File: config.mk
export PLATFORM = sky130hd
export DESIGN_NAME = pcm_compander
export DESIGN_NICKNAME = d
export VERILOG_FILES = /design/src/rtl/pcm_pkg.sv /design/src/rtl/pcm_rst_sync.sv /design/src/rtl/pcm_lead_one.sv /design/src/rtl/pcm_encode.sv /design/src/rtl/pcm_decode.sv /design/src/rtl/pcm_stage.sv /design/src/rtl/pcm_compander.sv
export SDC_FILE = /design/constraint.sdc
export NUM_CORES = 1
export LEC_CHECK = 0
export BUFFER_PORTS_ARGS = -buffer_cell sky130_fd_sc_hd__buf_4
export CORE_ASPECT_RATIO = 1.2
export CORE_MARGIN = 4
export CORE_UTILIZATION = 55
export DETAILED_ROUTE_END_ITERATION = 10
export GPL_TIMING_DRIVEN = 0
export HOLD_SLACK_MARGIN = 0.1
export PLACE_DENSITY = 0.77
export SYNTH_ARGS = -nofsm -noshare
export SYNTH_HDL_FRONTEND = slang
export SYNTH_SLANG_ARGS = --single-unit
File: constraint.sdc
create_clock -name clk -period 1 [get_ports clk]
set_input_delay 0.15 -clock clk [delete_from_list [all_inputs] [get_ports clk]]
set_output_delay 0.15 -clock clk [all_outputs]
set_load 0.02 [all_outputs]
File: src/rtl/pcm_pkg.sv
package pcm_pkg;
  localparam int LIN_W   = 13;
  localparam int CHORD_W = 3;
  localparam int STEP_W  = 4;
  localparam int CODE_W  = 1 + CHORD_W + STEP_W;
  // bias used by the Mu-law search and the midpoint constant of both laws
  localparam int SEG_K   = (1 << (STEP_W + 1)) + 1;
  localparam logic [CODE_W-1:0] A_FLIP  = 8'h55;
  localparam logic [CODE_W-1:0] MU_FLIP = 8'h7F;

  typedef enum logic {LAW_MU = 1'b0, LAW_A = 1'b1} law_e;

  typedef struct packed {
    logic               sign;
    logic [CHORD_W-1:0] chord;
    logic [STEP_W-1:0]  step;
  } pcm_word_t;
endpackage

File: src/rtl/pcm_rst_sync.sv
module pcm_rst_sync #(
  parameter int STAGES = 2
) (
  input  logic clk,
  input  logic rst_n,
  output logic rst_n_sync
);
  logic [STAGES-1:0] chain_q;
  logic [STAGES-1:0] chain_d;

  always_comb begin
    chain_d = {chain_q[STAGES-2:0], 1'b1};
  end

  always_ff @(posedge clk or negedge rst_n) begin
    if (!rst_n) chain_q <= '0;
    else        chain_q <= chain_d;
  end

  assign rst_n_sync = chain_q[STAGES-1];
endmodule

File: src/rtl/pcm_lead_one.sv
module pcm_lead_one #(
  parameter int W  = 13,
  parameter int PW = $clog2(W)
) (
  input  logic [W-1:0]  vec,
  output logic [PW-1:0] pos
);
  // highest set bit wins; zero vector reports position 0
  always_comb begin
    pos = '0;
    for (int i = 0; i < W; i++) begin
      if (vec[i]) pos = PW'(i);
    end
  end
endmodule

File: src/rtl/pcm_encode.sv
module pcm_encode
  import pcm_pkg::*;
#(
  parameter int LW = LIN_W
) (
  input  law_e              law,
  input  logic [LW-1:0]     lin,
  output logic [CODE_W-1:0] code
);
  localparam int EXT_W     = LW + 1;
  localparam int MU_CLIP   = (1 << LW) - 1 - SEG_K;
  localparam int A_CLIP    = (1 << (LW - 1)) - 1;
  localparam int PW        = $clog2(LW);
  localparam int CHORD_OFS = LW - (1 << CHORD_W);

  logic               neg;
  logic [LW-1:0]      mag;
  logic [EXT_W-1:0]   mag_ext;
  logic [EXT_W-1:0]   mag_ext_clip;
  logic [LW-1:0]      mu_biased;
  logic [LW-1:0]      a_mag;
  logic [LW-1:0]      a_vec;
  logic [LW-1:0]      srch;
  logic [PW-1:0]      lead_pos;
  logic [CHORD_W-1:0] chord;
  logic [PW-1:0]      shamt;
  logic [STEP_W-1:0]  step;
  pcm_word_t          raw;

  always_comb begin
    neg          = lin[LW-1];
    mag          = neg ? (~lin + 1'b1) : lin;
    mag_ext      = {mag, 1'b0};
    mag_ext_clip = (mag_ext > EXT_W'(MU_CLIP)) ? EXT_W'(MU_CLIP) : mag_ext;
    mu_biased    = LW'(mag_ext_clip + EXT_W'(SEG_K));
    a_mag        = (mag > LW'(A_CLIP)) ? LW'(A_CLIP) : mag;
    a_vec        = LW'({a_mag, 1'b0});
    srch         = (law == LAW_A) ? a_vec : mu_biased;
  end

  pcm_lead_one #(.W(LW), .PW(PW)) u_lead (
    .vec (srch),
    .pos (lead_pos)
  );

  always_comb begin
    chord = (lead_pos > PW'(CHORD_OFS)) ? CHORD_W'(lead_pos - PW'(CHORD_OFS)) : '0;
    shamt = (law == LAW_A && chord == '0) ? PW'(2) : (PW'(chord) + PW'(1));
    step  = STEP_W'(srch >> shamt);
    raw.sign  = ~neg;
    raw.chord = chord;
    raw.step  = step;
    code = (law == LAW_A) ? (raw ^ A_FLIP) : (raw ^ MU_FLIP);
  end
endmodule

File: src/rtl/pcm_decode.sv
module pcm_decode
  import pcm_pkg::*;
#(
  parameter int LW = LIN_W
) (
  input  law_e              law,
  input  logic [CODE_W-1:0] code,
  output logic [LW-1:0]     lin
);
  localparam int EXT_W = LW + 1;

  pcm_word_t        fld;
  logic [EXT_W-1:0] base;
  logic [EXT_W-1:0] scaled;
  logic [EXT_W-1:0] mu_mag;
  logic [EXT_W-1:0] a_mag;
  logic [LW-1:0]    mag;

  always_comb begin
    fld    = (law == LAW_A) ? pcm_word_t'(code ^ A_FLIP) : pcm_word_t'(code ^ MU_FLIP);
    base   = EXT_W'({fld.step, 1'b0}) + EXT_W'(SEG_K);
    scaled = base << fld.chord;
    mu_mag = (scaled - EXT_W'(SEG_K)) >> 1;
    a_mag  = (fld.chord == '0) ? EXT_W'({fld.step, 1'b1}) : (scaled >> 1);
    mag    = LW'((law == LAW_A) ? a_mag : mu_mag);
    lin    = fld.sign ? mag : (~mag + 1'b1);
  end
endmodule

File: src/rtl/pcm_stage.sv
module pcm_stage #(
  parameter int W = 8
) (
  input  logic         clk,
  input  logic         rst_n,
  input  logic         in_valid,
  output logic         in_ready,
  input  logic [W-1:0] in_data,
  output logic         out_valid,
  input  logic         out_ready,
  output logic [W-1:0] out_data
);
  logic         vld_q;
  logic         vld_d;
  logic         load;
  logic [W-1:0] dat_q;

  always_comb begin
    in_ready = rst_n && (!vld_q || out_ready);
    load     = in_valid && in_ready;
    vld_d    = vld_q;
    if (load)           vld_d = 1'b1;
    else if (out_ready) vld_d = 1'b0;
  end

  always_ff @(posedge clk or negedge rst_n) begin
    if (!rst_n) vld_q <= 1'b0;
    else        vld_q <= vld_d;
  end

  always_ff @(posedge clk) begin
    if (load) dat_q <= in_data;
  end

  assign out_valid = vld_q;
  assign out_data  = dat_q;
endmodule

File: src/rtl/pcm_compander.sv
module pcm_compander
  import pcm_pkg::*;
(
  input  logic              clk,
  input  logic              rst_n,
  input  logic              law_sel,
  input  logic              enc_in_valid,
  output logic              enc_in_ready,
  input  logic [LIN_W-1:0]  enc_in_lin,
  output logic              enc_out_valid,
  input  logic              enc_out_ready,
  output logic [CODE_W-1:0] enc_out_code,
  input  logic              dec_in_valid,
  output logic              dec_in_ready,
  input  logic [CODE_W-1:0] dec_in_code,
  output logic              dec_out_valid,
  input  logic              dec_out_ready,
  output logic [LIN_W-1:0]  dec_out_lin
);
  law_e              law;
  logic              rst_n_int;
  logic [CODE_W-1:0] enc_code_c;
  logic [LIN_W-1:0]  dec_lin_c;

  assign law = law_e'(law_sel);

  pcm_rst_sync #(.STAGES(2)) u_rst (
    .clk        (clk),
    .rst_n      (rst_n),
    .rst_n_sync (rst_n_int)
  );

  pcm_encode #(.LW(LIN_W)) u_enc (
    .law  (law),
    .lin  (enc_in_lin),
    .code (enc_code_c)
  );

  pcm_stage #(.W(CODE_W)) u_enc_stage (
    .clk       (clk),
    .rst_n     (rst_n_int),
    .in_valid  (enc_in_valid),
    .in_ready  (enc_in_ready),
    .in_data   (enc_code_c),
    .out_valid (enc_out_valid),
    .out_ready (enc_out_ready),
    .out_data  (enc_out_code)
  );

  pcm_decode #(.LW(LIN_W)) u_dec (
    .law  (law),
    .code (dec_in_code),
    .lin  (dec_lin_c)
  );

  pcm_stage #(.W(LIN_W)) u_dec_stage (
    .clk       (clk),
    .rst_n     (rst_n_int),
    .in_valid  (dec_in_valid),
    .in_ready  (dec_in_ready),
    .in_data   (dec_lin_c),
    .out_valid (dec_out_valid),
    .out_ready (dec_out_ready),
    .out_data  (dec_out_lin)
  );
endmodule

==> summary.log, run 1 <==
qor: outcome.status stopped before the end
qor: synth.ys_seq_elements 25
qor: placement.placement.io_buffers 45
qor: die.boundaryPins 53
qor: synth.yosys.area.top_type_share 18.9%
qor: sta.worstEndpointGrtRepair u_enc_stage.out_data[0]$_DFFE_PP_/D
qor: placement.gp_congestion 0.922
qor: clocking.max-clock-path-buffers 2
qor: clocking.cts.sinks 25
qor: outcome.toolErrorMsg [ERROR GRT-0232] Routing congestion too high. Check the congestion heatmap in the GUI.
qor: synth.yosys_warnings 0
qor: synth.synthesis.nets 465
qor: grt.global_route.usage.total 73.9%
qor: synth.ys_top_cells_by_area edfxtp_1, mux2i_1, xnor2_1, nor2_1, nand2_1
qor: grt.largest_net_degree_at_the_start_of_global_routing 17
qor: synth.synth.distinct_cells 81
qor: die.number_of_cell_rows 30
qor: die.die_w 79.1 um
qor: die.die_height 93.3 um
qor: clocking.cts_made_buffers 3
qor: sta.endpoint_type sequential cell input
qor: placement.pre_cts_slack -5.74 ns
qor: synth.synth-edff-count 21
qor: synth.netlist_area 0.00333 sq mm
qor: synth.yosysSeqAreaShare 21.9%
qor: synth.avgSynthCellArea 7.77 sq um
qor: synth.synth_cells 429
qor: placement.hpwlAfterDp 7420 um
qor: grt.overflow 162
qor: outcome.last_stage_the_flow_got_to global routing (5_1_grt)
qor: die.starting_density_of_the_core 57.6%
qor: synth.synth.largest_area_cell edfxtp_1
qor: synth.synthFlopType edfxtp_1
qor: synth.synth-async-reset-ratio 16.0%
qor: clocking.clk_root_buffer_cell clkbuf_8
qor: clocking.htreeDepth 1
## timing repair
action	CTS
resized for setup	98
hold endpoints to repair	4
pin swaps	34
buffers inserted	59
hold buffers	2
endpoints found under the setup margin	44
gates cloned	1
## metal layers
| metal | overflow | GRT usage, % |
|---|---|---|
| met5 | 0 | 0 |
| met4 | 72 | 86.8 |
| met1 | 1 | 73.4 |
| met2 | 89 | 94.5 |
| met3 | 0 | 46.9 |
## cells by family after synthesis
group | Yosys count | synth area share (%)
muxes | 25 | 7.81
other | 1 | 0.113
DFF | 25 | 21.9
AOI/OAI and AO/OA | 125 | 26.9
and+or+nand+nor | 172 | 27.6
adders and majority gates | 8 | 3.00
xor gates and xnor gates | 28 | 7.36
buffers and inverters | 45 | 5.26
## cells in the mapped netlist, types with 4 or more instances
cell      instances
nand2_1          39
nor2b_1          10
nor3_1            8
or2_2             4
mux2i_1          17
nor2_1           40
edfxtp_1         21
xnor2_1          18
mux2_2            6
nand3_1          10
or3_1             5
a211oi_1          6
nor4_1            4
o211ai_1          6
nand4_1           8
buf_2             5
inv_1            19
a21oi_1          27
clkbuf_1         18
nand2b_1         11
dfrtp_1           4
o21ai_0          20
a31oi_1          11
ha_1              8
a21o_1            4
xor2_1           10
o22ai_1           4
and2_1            7
## per-stage QoR
stage	TNS [ns]	cells	hold slack (ns)	instance area [sq um]	util, %
2_1_floorplan	-48.87	429	-0.146	3640	-
3_3_place_gp	-56.54	554	-0.0674	4080	70.5
3_5_place_dp	-58.64	554	-0.0667	4080	70.5
4_1_cts	-47.07	620	0.133	5030	87.1
==> run 2: changes to the inputs <==
- CORE_ASPECT_RATIO: 1.2 -> unset
- CORE_UTILIZATION: 55 -> 40
- HOLD_SLACK_MARGIN: 0.1 -> unset
- PLACE_DENSITY: 0.77 -> unset
- PLACE_DENSITY_LB_ADDON: unset -> 0.15
==> summary.log, run 2 <==
qor: die.core_region_area 0.00818 sq mm
qor: clocking.insertion_delay 0.27 ns
qor: placement.gp_congestion 0.973 [was 0.922]
qor: placement.placement.io_buffers 45 [unchanged]
qor: run.max_cap_violations 0
qor: finish.final_net_count 583
qor: detailed_routing.route.detailed.drc 0
qor: detailed_routing.first_pass_iters 7
qor: critical_path.cp_slowest_cell or4_4
qor: clocking.htreeDepth 1 [unchanged]
qor: die.die_height 99.3 um [was 93.3 um]
qor: pwr.max-vdd-ir-drop 569 uV
qor: detailed_routing.drt-initial-drc-count 200
qor: detailed_routing.dr_total_vias 3817
qor: finish.insertedDiodeCount 0
qor: placement.hpwlAfterDp 7470 um [was 7420 um]
qor: sta.grt_setup_unrepaired yes
qor: critical_path.critical_path_arrival 5.82 ns
qor: detailed_routing.wire_length_after_detailed_routing 11100 um
qor: critical_path.startpoint_to_endpoint_class_of_the_critical_path primary input to flip-flop
qor: detailed_routing.detail-route-antenna-nets 0
qor: finish.largest_register_ffs 13
qor: die.floorplan.die_area 0.00985 sq mm
qor: placement.dp.cells 579 [was 554]
qor: sta.layout_setup_ws -4.80 ns
qor: min_path.worst_hold_path_type flip-flop to async pin
qor: finish.most_common_cell_after_layout_fill_and_taps_aside buf_4
qor: synth.synth-edff-count 21 [unchanged]
qor: sta.timing.final.setup_violations 43
qor: detailed_routing.avgViaCountPerCell 5.86
qor: synth.synth.distinct_cells 81 [unchanged]
qor: critical_path.worst_setup_path_end_kind flip-flop
qor: synth.synthFlopType edfxtp_1 [unchanged]
qor: finish.layout_cell_share_with_drive_strength_beyond_1 46.9%
qor: synth.avgSynthCellArea 7.77 sq um [unchanged]
qor: synth.synth_most_common_cell nor2_1 [unchanged]
qor: critical_path.cp-startpoint enc_in_lin[6]
qor: detailed_routing.route.detailed.wl_per_inst 17.1 um
qor: clocking.clk_pin_slew_worst_paths 0.09 ns
qor: die.starting_density_of_the_core 40.8% [was 57.6%]
qor: clocking.max-clock-path-buffers 2 [unchanged]
qor: grt.global_route.usage.total 20.0%
qor: clocking.cts_tree yes
qor: synth.synth_cells 429 [unchanged]
qor: pwr.power_dens_cells 1160 mW/mm^2
qor: die.boundaryPins 53 [unchanged]
qor: synth.synth_commonest_cells nor2_1, nand2_1, a21oi_1 [unchanged]
qor: clocking.clk_root_buffer_cell clkbuf_8 [unchanged]
qor: sta.fin_crit 5.80 ns
qor: grt.grt_first_pass_wirelength 16800 um
qor: sta.timing.slew.headroom 34.0%
qor: outcome.violated_checks setup timing
qor: finish.layout.cells.most_common_list buf_4, nand2_1, nor2_1, buf_6, edfxtp_1
qor: sta.worst_slew_pin_slew 0.965 ns
qor: synth.yosysSeqAreaShare 21.9% [unchanged]
qor: grt.overflow 0
qor: sta.final_hold_viol_count 0
qor: synth.ys_top_cells_by_area edfxtp_1, mux2i_1, xnor2_1, nor2_1, nand2_1 [unchanged]
qor: pwr.static-leakage-power 2.11 nW
qor: pwr.post-layout-total-power 0.00622 W
qor: synth.ys_seq_elements 25 [unchanged]
qor: outcome.status complete, but fails checks [was stopped before the end]
qor: die.die_w 99.3 um [was 79.1 um]
qor: grt.grt_pass1_vias 3448
qor: die.number_of_cell_rows 33 [was 30]
qor: clocking.cts_made_buffers 3 [unchanged]
qor: synth.synth.largest_area_cell edfxtp_1 [unchanged]
qor: critical_path.critical_path.reg2reg.startpoint u_dec_stage.out_valid
qor: critical_path.path_common_cell nor2_4
qor: grt.grt_antenna_before_repair 0
qor: critical_path.critical_path_s_largest_stage_delay 0.53 ns
qor: grt.largest_net_degree_at_the_start_of_global_routing 15
qor: critical_path.timing.critical_path.required 1.02 ns
qor: synth.yosys_warnings 0 [unchanged]
qor: critical_path.critPathMaxFanout 8
qor: synth.netlist_area 0.00333 sq mm [unchanged]
qor: synth.yosys.area.top_type_share 18.9% [unchanged]
qor: sta.report.final.slew_viol_count 0
qor: critical_path.timing.critical_path.from_type primary input
qor: synth.synth-async-reset-ratio 16.0% [unchanged]
qor: finish.area_delta_synth_final 60.5%
qor: clocking.cts.sinks 25 [unchanged]
qor: sta.timing.clock.skew 0.00678 ns
qor: sta.timing.final.crit_share 580%
qor: finish.post_layout_nonfiller_instances 651
qor: sta.clock.fmax 172 MHz
qor: synth.synthesis.nets 465 [unchanged]
run 2: cell counts after synthesis:
No cell type changed its count.
run 2: kinds of logic after synthesis:
group,after synthesis,synth area share (%)
flops,25,21.9
simple gates,172,27.6
mux,25,7.81
other cells,1,0.113
buf+inv,45,5.26
fa+ha+maj,8,3.00
xor+xnor,28,7.36
compound gates,125,26.9
run 2: what timing repair did:
item,in CTS,in global routing
setup endpoints to repair,43,48
hold endpoints to repair,2,0
cloned,1,0
hold buffers,1,0
resized for setup,71,83
setup buffers,31,38
pin swaps,29,44
run 2: path summary, 6_finish.rpt:
| kind | end | slack, ns | cells after the start |
|---|---|---|---|
| max in group asynchronous | u_rst.chain_q[0] | 0.71 | 2 |
| min in group clk | u_enc_stage.out_valid | 0.15 | 3 |
| hold reg to reg | u_dec_stage.out_valid | 0.04 | 0 |
| hold / removal | u_dec_stage.out_valid | 0.04 | 0 |
| setup / recovery | u_enc_stage.out_data[0] | -4.80 | 32 |
| setup reg to reg | u_dec_stage.out_data[1] | -0.12 | 4 |
run 2: critical path: cells and delay by family:
family	cells	cell delay, ns
AO/OA/AOI/OAI	8	1.48
AND/OR/NAND/NOR	13	2.41
adder cells (fa/ha/maj)	3	0.48
multiplexers	2	0.55
XOR/XNOR	1	0.14
buffers and inverters	5	0.58
run 2: routing by layer:
layer  share of wire, %  GRT usage (%)  vias up
met2                 50           34.3      145
met3                5.3           1.40       15
met4                1.7           4.10        0
met5                  0              0        -
li1                   -              -     1833
met1                 43           27.6     1824
run 2: where the power goes:
group	switching [W]	leakage [nW]	internal, W
sequential	0.0000357	0.241	0.00130
combinational	0.00227	1.84	0.00203
clock	0.000305	0.0255	0.000278
total	0.00261	2.11	0.00361
run 2: layout make-up:
cell class	count	area, sq um
Sequential cell	25	733
Fill cell	643	2830
Clock inverter	1	5.00
Timing Repair Buffer	115	971
Multi-Input combinational cell	359	3160
Inverter	19	93.8
Tap cell	105	131
Timing Repair inverter	1	11.3
Buffer	23	200
Clock buffer	3	41.3
run 2: per-stage QoR:
| step | hold slack, ns | cell area, sq um | TNS (ns) | util [%] | worst slack (ns) |
|---|---|---|---|---|---|
| 2_1_floorplan | -0.146 | 3640 | -48.87 | - | -5.07 |
| 3_3_place_gp | -0.0658 | 4110 | -56.40 | 50.2 | -5.86 |
| 3_5_place_dp | -0.0657 | 4110 | -58.23 | 50.2 | -5.92 |
| 4_1_cts | 0.0548 | 4710 | -47.60 | 57.6 | -4.91 |
| 5_1_grt | 0.0639 | 5350 | -52.70 | 65.4 | -4.95 |
| 6_report | 0.0446 | 5350 | -49.75 | 65.4 | -4.80 |
Power figures use the tool's default switching activity.
